File: src/rtl/segaddr_pkg.sv
package segaddr_pkg;
  localparam int SEG_W   = 16;
  localparam int OFF_W   = 16;
  localparam int SHIFT   = 4;
  localparam int PA_W    = SEG_W + SHIFT;
  localparam int SEL_W   = 2;
  localparam int NUM_SEG = 1 << SEL_W;

  typedef enum logic [SEL_W-1:0] {
    SEG_EXTRA = 2'b00,
    SEG_CODE  = 2'b01,
    SEG_STACK = 2'b10,
    SEG_DATA  = 2'b11
  } seg_sel_e;
endpackage

File: src/rtl/segaddr_bank.sv
module segaddr_bank #(
  parameter int SEG_W    = 16,
  parameter int SEL_W    = 2,
  parameter int CODE_SEL = 1
) (
  input  logic             clk,
  input  logic             rst_n,
  input  logic             wr_en,
  input  logic [SEL_W-1:0] wr_sel,
  input  logic [SEG_W-1:0] wr_data,
  input  logic [SEL_W-1:0] req_sel,
  output logic [SEG_W-1:0] req_base,
  input  logic [SEL_W-1:0] rd_sel,
  output logic [SEG_W-1:0] rd_base,
  output logic [SEG_W-1:0] code_base
);
  localparam int NUM = 1 << SEL_W;

  logic [SEG_W-1:0] base_q [NUM];

  for (genvar g = 0; g < NUM; g++) begin : g_reg
    logic hit;
    assign hit = wr_en && (wr_sel == SEL_W'(g));
    always_ff @(posedge clk or negedge rst_n) begin
      if (!rst_n)   base_q[g] <= '0;
      else if (hit) base_q[g] <= wr_data;
    end
  end

  assign req_base  = base_q[req_sel];
  assign rd_base   = base_q[rd_sel];
  assign code_base = base_q[CODE_SEL];
endmodule

File: src/rtl/segaddr_ipreg.sv
module segaddr_ipreg #(
  parameter int OFF_W = 16
) (
  input  logic             clk,
  input  logic             rst_n,
  input  logic             load,
  input  logic [OFF_W-1:0] load_val,
  output logic [OFF_W-1:0] ip
);
  always_ff @(posedge clk or negedge rst_n) begin
    if (!rst_n)    ip <= '0;
    else if (load) ip <= load_val;
  end
endmodule

File: src/rtl/segaddr_calc.sv
module segaddr_calc #(
  parameter int SEG_W = 16,
  parameter int OFF_W = 16,
  parameter int SHIFT = 4
) (
  input  logic [SEG_W-1:0]       seg,
  input  logic [OFF_W-1:0]       off,
  output logic [SEG_W+SHIFT-1:0] addr
);
  localparam int PA_W = SEG_W + SHIFT;

  logic [PA_W-1:0] base_ext;
  logic [PA_W-1:0] off_ext;

  assign base_ext = {seg, {SHIFT{1'b0}}};
  assign off_ext  = PA_W'(off);
  // Same-width sum: the carry beyond the top bit is dropped, giving wraparound.
  assign addr     = base_ext + off_ext;
endmodule

File: src/rtl/segaddr_gen.sv
module segaddr_gen
  import segaddr_pkg::*;
#(
  parameter int P_SEG_W = SEG_W,
  parameter int P_OFF_W = OFF_W,
  parameter int P_SHIFT = SHIFT,
  parameter int P_SEL_W = SEL_W
) (
  input  logic                       clk,
  input  logic                       rst_n,
  input  logic                       seg_we,
  input  logic [P_SEL_W-1:0]         seg_wsel,
  input  logic [P_SEG_W-1:0]         seg_wdata,
  input  logic                       ip_we,
  input  logic [P_OFF_W-1:0]         ip_wdata,
  input  logic                       req_valid,
  output logic                       req_ready,
  input  logic [P_SEL_W-1:0]         req_sel,
  input  logic [P_OFF_W-1:0]         req_off,
  output logic                       out_valid,
  input  logic                       out_ready,
  output logic [P_SEG_W+P_SHIFT-1:0] out_addr,
  output logic [P_SEG_W+P_SHIFT-1:0] fetch_addr,
  input  logic [P_SEL_W-1:0]         rd_sel,
  output logic [P_SEG_W-1:0]         rd_data
);
  localparam int CODE_IDX = int'(SEG_CODE);

  logic [P_SEG_W-1:0] req_base;
  logic [P_SEG_W-1:0] code_base;
  logic [P_OFF_W-1:0] ip_q;

  segaddr_bank #(
    .SEG_W(P_SEG_W), .SEL_W(P_SEL_W), .CODE_SEL(CODE_IDX)
  ) u_bank (
    .clk(clk), .rst_n(rst_n),
    .wr_en(seg_we), .wr_sel(seg_wsel), .wr_data(seg_wdata),
    .req_sel(req_sel), .req_base(req_base),
    .rd_sel(rd_sel), .rd_base(rd_data),
    .code_base(code_base)
  );

  segaddr_ipreg #(.OFF_W(P_OFF_W)) u_ip (
    .clk(clk), .rst_n(rst_n), .load(ip_we), .load_val(ip_wdata), .ip(ip_q)
  );

  segaddr_calc #(.SEG_W(P_SEG_W), .OFF_W(P_OFF_W), .SHIFT(P_SHIFT)) u_data_calc (
    .seg(req_base), .off(req_off), .addr(out_addr)
  );

  segaddr_calc #(.SEG_W(P_SEG_W), .OFF_W(P_OFF_W), .SHIFT(P_SHIFT)) u_fetch_calc (
    .seg(code_base), .off(ip_q), .addr(fetch_addr)
  );

  // Pass-through stream: no storage, so back-pressure flows straight upstream.
  assign out_valid = req_valid;
  assign req_ready = out_ready;
endmodule

File: config.mk
export PLATFORM = sky130hd
export DESIGN_NAME = segaddr_gen
export DESIGN_NICKNAME = d
export VERILOG_FILES = /design/src/rtl/segaddr_pkg.sv /design/src/rtl/segaddr_bank.sv /design/src/rtl/segaddr_ipreg.sv /design/src/rtl/segaddr_calc.sv /design/src/rtl/segaddr_gen.sv
export SDC_FILE = /design/constraint.sdc
export NUM_CORES = 1
export LEC_CHECK = 0
export BUFFER_PORTS_ARGS = -buffer_cell sky130_fd_sc_hd__buf_2
export CAP_MARGIN = 20
export CORE_UTILIZATION = 40
export CTS_BUF_LIST = sky130_fd_sc_hd__clkbuf_8
export CTS_CLUSTER_SIZE = 25
export DETAILED_ROUTE_END_ITERATION = 10
export PLACE_DENSITY_LB_ADDON = 0.2
export SLEW_MARGIN = 20
export SYNTH_ARGS = -nofsm -noshare
export SYNTH_HDL_FRONTEND = slang
export SYNTH_SLANG_ARGS = --single-unit
File: constraint.sdc
create_clock -name clk -period 9.48 [get_ports clk]
set_input_delay 0.948 -clock clk [delete_from_list [all_inputs] [get_ports clk]]
set_output_delay 0.948 -clock clk [all_outputs]
set_load 0.01 [all_outputs]
==> run metrics, run 1 <==
area grow syn2layout 16.29%; Final Hold Viols 0; CTS Sinks 80; syn avg cell area approximately 13 sq um; Syn Inst Count roughly 380; DR top layer met4; layout filler cell count between 1k and 1.5k; Setup crit start req_sel[0]; Total Wirelength 11490 um; max-slew violation count 0; CP dominant cell by count buf_2; syn_nets ~460; # diodes 0; CP max stage cell mux4_2; power per cell area 211.9 nW/um^2; Hold Buf Count CTS 0; Starting Density 41.26%; Yosys cell types 47; unrepaired setup endpoints after global routing false; largest net degree at the start of global routing 81; share of the synthesized area in the top cell type about 40%; I/O Buffers 105; WL met2 5389 um; Met3 Wirelength 803 um; fin crit share 50.07%; vias in the first global route 3542; Total Nets Final approximately 550; commonest non-fill, non-tap cell in the layout buf_2; Setup Fix Bufs, Post-CTS 0; Min Hold Slack 0.5070 ns; delay-heaviest family, CP compound AO/OA/AOI/OAI gates; CTS tree yes; crit path buf inv count 3; clock transition at the registers of the reported paths roughly 0.08 ns; Yosys reg bits 80; Core ar. roughly 12000 sq um; Period minus WS final 4.747 ns; commonest non-fill, non-tap cells in the layout buf_2, dfrtp_1, mux2_2, mux4_2, ha_1; Syn. warnings 0; Max H-tree Level 3; DRC 0; DP HPWL roughly 8500 um; Placer Congestion 0.8009; asr flop ratio synth 100.0%; cells along the critical path buf_2, mux4_2, ha_1, inv_1, fa_1, nor2b_4, o31a_1, o41a_1, nand3_2, a311oi_2, xor2_1, buf_2; final setup TNS 0 ns; max_slew headroom between 30% and 40%; status finished, final reports clean; first drt pass iteration count 4; Arrival @ worst endpoint 3.80 ns; clock root buffer clkbuf_8; first-pass GRT wire length 18440 um; DR vias between 3k and 4k; CP Max Fanout 16; RR Startpoint u_bank.code_base[8]; Min-Delay Startpoint u_ip.ip[1]; chip height 113.5 um; global route total overflow 0; Most used DFF post-synth dfrtp_1; Die W 113.5 um; clk buf depth 2; vias per cell 5.332; average routed wire per standard cell around 18 um; synthesized cell area 4976 sq um; CP peak stage delay about 0.57 ns; initial antenna violation count 0; sequential area share after synthesis roughly 40%; Antenna Nets Post-Route 0; worst vdd ir between 0.00008 and 0.00009 V; layout cells sized above 1 49.79%; Leak 0.002582 uW; class of the worst hold path reg -> reg; post-CTS resize count 0; Setup violations, final 0; critical setup path kind in -> out; count of flip-flops with a built-in enable after synthesis 0; Max Cap Viol 0; Global Route Usage Sum 18.84%; initial drt markers 217; TritonCTS Buffers 9; largest cells by area after synthesis dfrtp_1, mux2_2, mux4_2; site row count 40; Crit path required time 8.53 ns; startpoint types input port; area leader, netlist dfrtp_1; Worst-Skew Late Latency 0.35 ns; Post-Route M1 WL 5101 um; Worst-Margin Slew roughly 0.98 ns; Max Fclk between 0.2 and 0.25 GHz; CP endpoint kind output port; die area 12890 sq um; clk_skew 0 ns; top-level I/O count 118
[worst paths after layout]
kind	endpoint	slack (ns)	cells after the start
hold reg to reg	u_ip.ip[1]	0.51	1
min in group asynchronous	u_bank.code_base[8]	0.63	1
hold / removal	u_ip.ip[1]	0.51	1
setup / recovery	out_addr[18]	4.73	12
setup reg to reg	u_bank.code_base[8]	8.61	1
max in group asynchronous	u_bank.code_base[1]	8.34	1
[area by class of cell]
| cell class | instances | area [sq um] | area share (%) |
|---|---|---|---|
| clock inverter | 5 | 55.05 | 0.9514 |
| multi-input combinational | 263 | 2814 | 48.63 |
| inverter | 6 | 22.52 | 0.3892 |
| timing repair buffer | 105 | 531.8 | 9.189 |
| clock buffer | 11 | 151.4 | 2.616 |
| sequential | 80 | 2002 | 34.59 |
| tap | 168 | 210.2 | 3.632 |
[kinds of logic after synthesis]
logic type	share of synthesized area (%)
DFF	40.23
buffers and inverters	3.344
adders and majority gates	6.839
muxes	32.59
AOI/OAI and AO/OA	6.915
and+or+nand+nor	5.507
xor gates and xnor gates	4.576
[sequential cells by signal, indices dropped and copies added, names as in the netlist]
name              count
u_ip.ip              16
u_bank.code_base     16
u_bank.base_q        48
[stage by stage]
step | total power (uW) | cells | utilization [%] | setup WS, ns | area (sq um)
after CTS | 1239 | 638 | 47.95 | 4.691 | 5783
after global placement | 962.8 | 622 | 46.23 | 4.753 | 5577
after global routing | 1310 | 638 | 47.98 | 4.583 | 5787
after floorplan | 801.0 | 375 | - | 4.918 | 4976
final | 1226 | 638 | 47.98 | 4.733 | 5787
after detailed placement | 975.3 | 622 | 46.23 | 4.693 | 5577
[power breakdown]
part	total (uW)	switching, uW	internal (uW)
logic	516	255	261
registers	452	51.8	400
clock network	259	124	135
total	1230	431	796
[synthesized netlist by cell type, drive strengths merged, types with 2 or more instances]
cell	count
a211oi	2
a21o	8
a21oi	12
a31oi	3
and3	3
buf	20
clkbuf	6
dfrtp	80
fa	2
ha	24
inv	6
mux2	80
mux4	32
nand2	10
nand3	7
nand3b	2
nand4	2
nor2	10
nor2b	3
nor3	4
nor3b	2
o211ai	3
o21a	7
o21ai	7
xnor2	12
xor2	14
[metal layers]
layer / vias up / global-route usage [%]
met4: 0 / 7.018
li1: 1592 / -
met2: 111 / 30.41
met3: 16 / 3.135
met5: - / 0
met1: 1683 / 25.59
Note: power is estimated with default switching activity, not from simulation.
==> inputs of run 2 (changes only) <==
- ABC_AREA: unset -> 1
- clock period: 9.48 -> 4.35 ns (I/O delays scaled with it)
==> run 2 against run 1 <==
  * Non-clock buffer count grew 5
  * Power rose by 100%
  * Routed wire length up 35%
  * Worst hold slack worse by 0.40 ns
  * Utilization decreased by 0.29 points
  * Sequential power rose by 110%
  * Clock skew did not move
  * Largest cell class unchanged
  * Via count rose by 53%
  * Cell area increased by 5.7%
  * Worst setup slack worse by 3.7 ns
  * Sequential share of layout area shrank 1.9 points
  * Critical endpoint is now out_addr[16]
==> run metrics, run 2 <==
mux contribution to synthesized area 3.374%; Crit path required time 3.91 ns; Max Cap Viol 0; pre-CTS setup slack 1.070 ns; final setup TNS 0 ns; asr flop ratio synth 100.0%; area grow syn2layout 14.53%; Synth Area in XOR/XNOR 2.788%; I/O Buffers 105; worst vdd ir 0.0002244 V; layout filler cell count 1330; Arrival @ worst endpoint 2.88 ns; layout cells sized above 1 between 10% and 20%; combinational family with the most area after synthesis simple AND/OR/NAND/NOR gates; Core ar. approximately 13000 sq um; Global Route Usage Sum 22.65%; Starting Density a little over two fifths; register bank with the most flops u_bank.base_q; syn avg cell area 7.366 sq um; fin area between 6000 and 7000 sq um; clk buf depth 2; chip height 117.5 um; Synth Area in Adders 6.373%; commonest non-fill, non-tap cells in the layout nand2_1, o21ai_0, buf_2, dfrtp_1, nor2_1; top-level I/O count 118; Placer Congestion 0.8837; Max Fclk 0.3019 GHz; Yosys reg bits 80; Antenna Nets Post-Route 0; Most used DFF post-synth dfrtp_1; commonest non-fill, non-tap cell in the layout nand2_1; Placed Area 5876 sq um; Syn. warnings 0; post-CTS resize count 0; die area 13820 sq um; vias in the first global route 4879; first drt pass iteration count 5; vias per cell 5.330; Worst-Skew Late Latency 0.34 ns; Hold Buf Count CTS 0; clock root buffer clkbuf_8; area leader, netlist dfrtp_1; startpoint types input port; TritonCTS Buffers 9; Setup Fix Bufs, Post-CTS 0; power per cell area 401.0 nW/um^2; max_slew headroom 50.24%; Total Wirelength 15460 um; max FFs per register 48; Leak about 0.0031 uW; Worst-Margin Slew 0.7465 ns; DRC 0; Period minus WS final 3.312 ns; # diodes 0; Die W 117.5 um; max-slew violation count 0; initial antenna violation count 0; site row count 41; status finished, final reports clean; synthesized cell area 5340 sq um; most numerous cell in the Yosys netlist nand2_1; Total Nets Final 889; DP HPWL about 11000 um; class of the worst hold path in -> async; Final Hold Viols 0; largest net degree at the start of global routing 81; sequential area share after synthesis 37.49%; Post-synth top cells nand2_1, o21ai_0, dfrtp_1; first-pass GRT wire length roughly 25000 um; CTS tree yes; Syn Inst Count 725; critical setup path kind in -> out; Setup violations, final 0; clock transition at the registers of the reported paths 0.08 ns; initial drt markers 499; Max H-tree Level 3; average routed wire per standard cell 15.79 um; Post-Synth Simple-Gate Area 23.17%; count of flip-flops with a built-in enable after synthesis 0; CP Max Fanout 34; Yosys cell types 38; share of the synthesized area in the top cell type 37.49%; global route total overflow 0; clk_skew 0 ns; largest cells by area after synthesis dfrtp_1, nand2_1, o21ai_0; unrepaired setup endpoints after global routing false; Final WS setup 1.038 ns; fin crit share 76.15%; DR vias 5218; post-synthesis compound-gate area fraction 18.46%; CP endpoint kind output port; syn_nets 811; CTS Sinks 80
## run 2: cell count changes in the layout (fill, tap and decap cells not counted), moves of 32 or more
| cell | change |
|---|---|
| nand2_1 | +170 |
| o21ai_0 | +112 |
| mux2_2 | -60 |
| nor2_1 | +58 |
| inv_1 | +47 |
| mux4_2 | -32 |
## run 2: path summary, 6_finish.rpt
kind                                 startpoint              endpoint  slack, ns  depth (start not counted)
min reg2reg                   u_bank.base_q[27]     u_bank.base_q[27]       0.51                          2
max reg2reg                u_bank.code_base[12]  u_bank.code_base[12]       3.52                          2
min                                       rst_n           u_ip.ip[13]       0.11                          1
max in group asynchronous                 rst_n      u_bank.base_q[0]       3.71                          1
min in group clk                    ip_wdata[1]            u_ip.ip[1]       0.32                          2
max                                  req_sel[0]          out_addr[16]       1.04                         14
## run 2: final cells by class
type	count	area (sq um)	area share, %
Clock buffer	11	151.4	2.475
Clock inverter	4	53.80	0.8797
Inverter	56	215.2	3.519
Multi-Input combinational cell	546	2898	47.38
Sequential cell	80	2002	32.73
Tap cell	172	215.2	3.519
Timing Repair Buffer	110	580.6	9.493
## run 2: critical path: stages
cell and delay [ns]:
buf_2 0.49, o21ai_0 0.18, o22ai_1 0.19, ha_1 0.19
inv_1 0.05, fa_1 0.40, inv_1 0.09, a31oi_1 0.12
o21ai_1 0.27, nand2_1 0.12, nand2_1 0.08, nand2_1 0.04
nand2_1 0.05, buf_2 0.12
## run 2: kinds of logic (layout without fill, tap and decap cells)
group,Yosys count,in the layout
AO/OA/AOI/OAI,186,186
XOR/XNOR,17,17
adder cells (fa/ha/maj),26,26
buffers and inverters,99,181
flip-flops,80,80
multiplexers,16,16
AND/OR/NAND/NOR,301,301
## run 2: layer usage
layer  vias to the layer above  wire (um)  track usage, %
li1                       2567          -               -
met1                      2422       7211           31.17
met2                       206       6969           36.21
met3                        23       1014           4.215
met4                         0        266           6.571
met5                         -          0               0
## run 2: through the flow
stage / power, uW / cells / util (%) / hold slack (ns)
after detailed placement: 1889 / 962 / 45.81 / 0.4911
after CTS: 2465 / 977 / 47.41 / 0.3051
final: 2453 / 979 / 47.69 / 0.1100
after global placement: 1873 / 962 / 45.81 / 0.4863
after floorplan: 1564 / 725 / - / 0.1394
after global routing: 2628 / 979 / 47.69 / 0.1906
## run 2: report_power, final
group	internal (uW)	switching, uW
combinational	362	552
clock	295	273
sequential	853	118
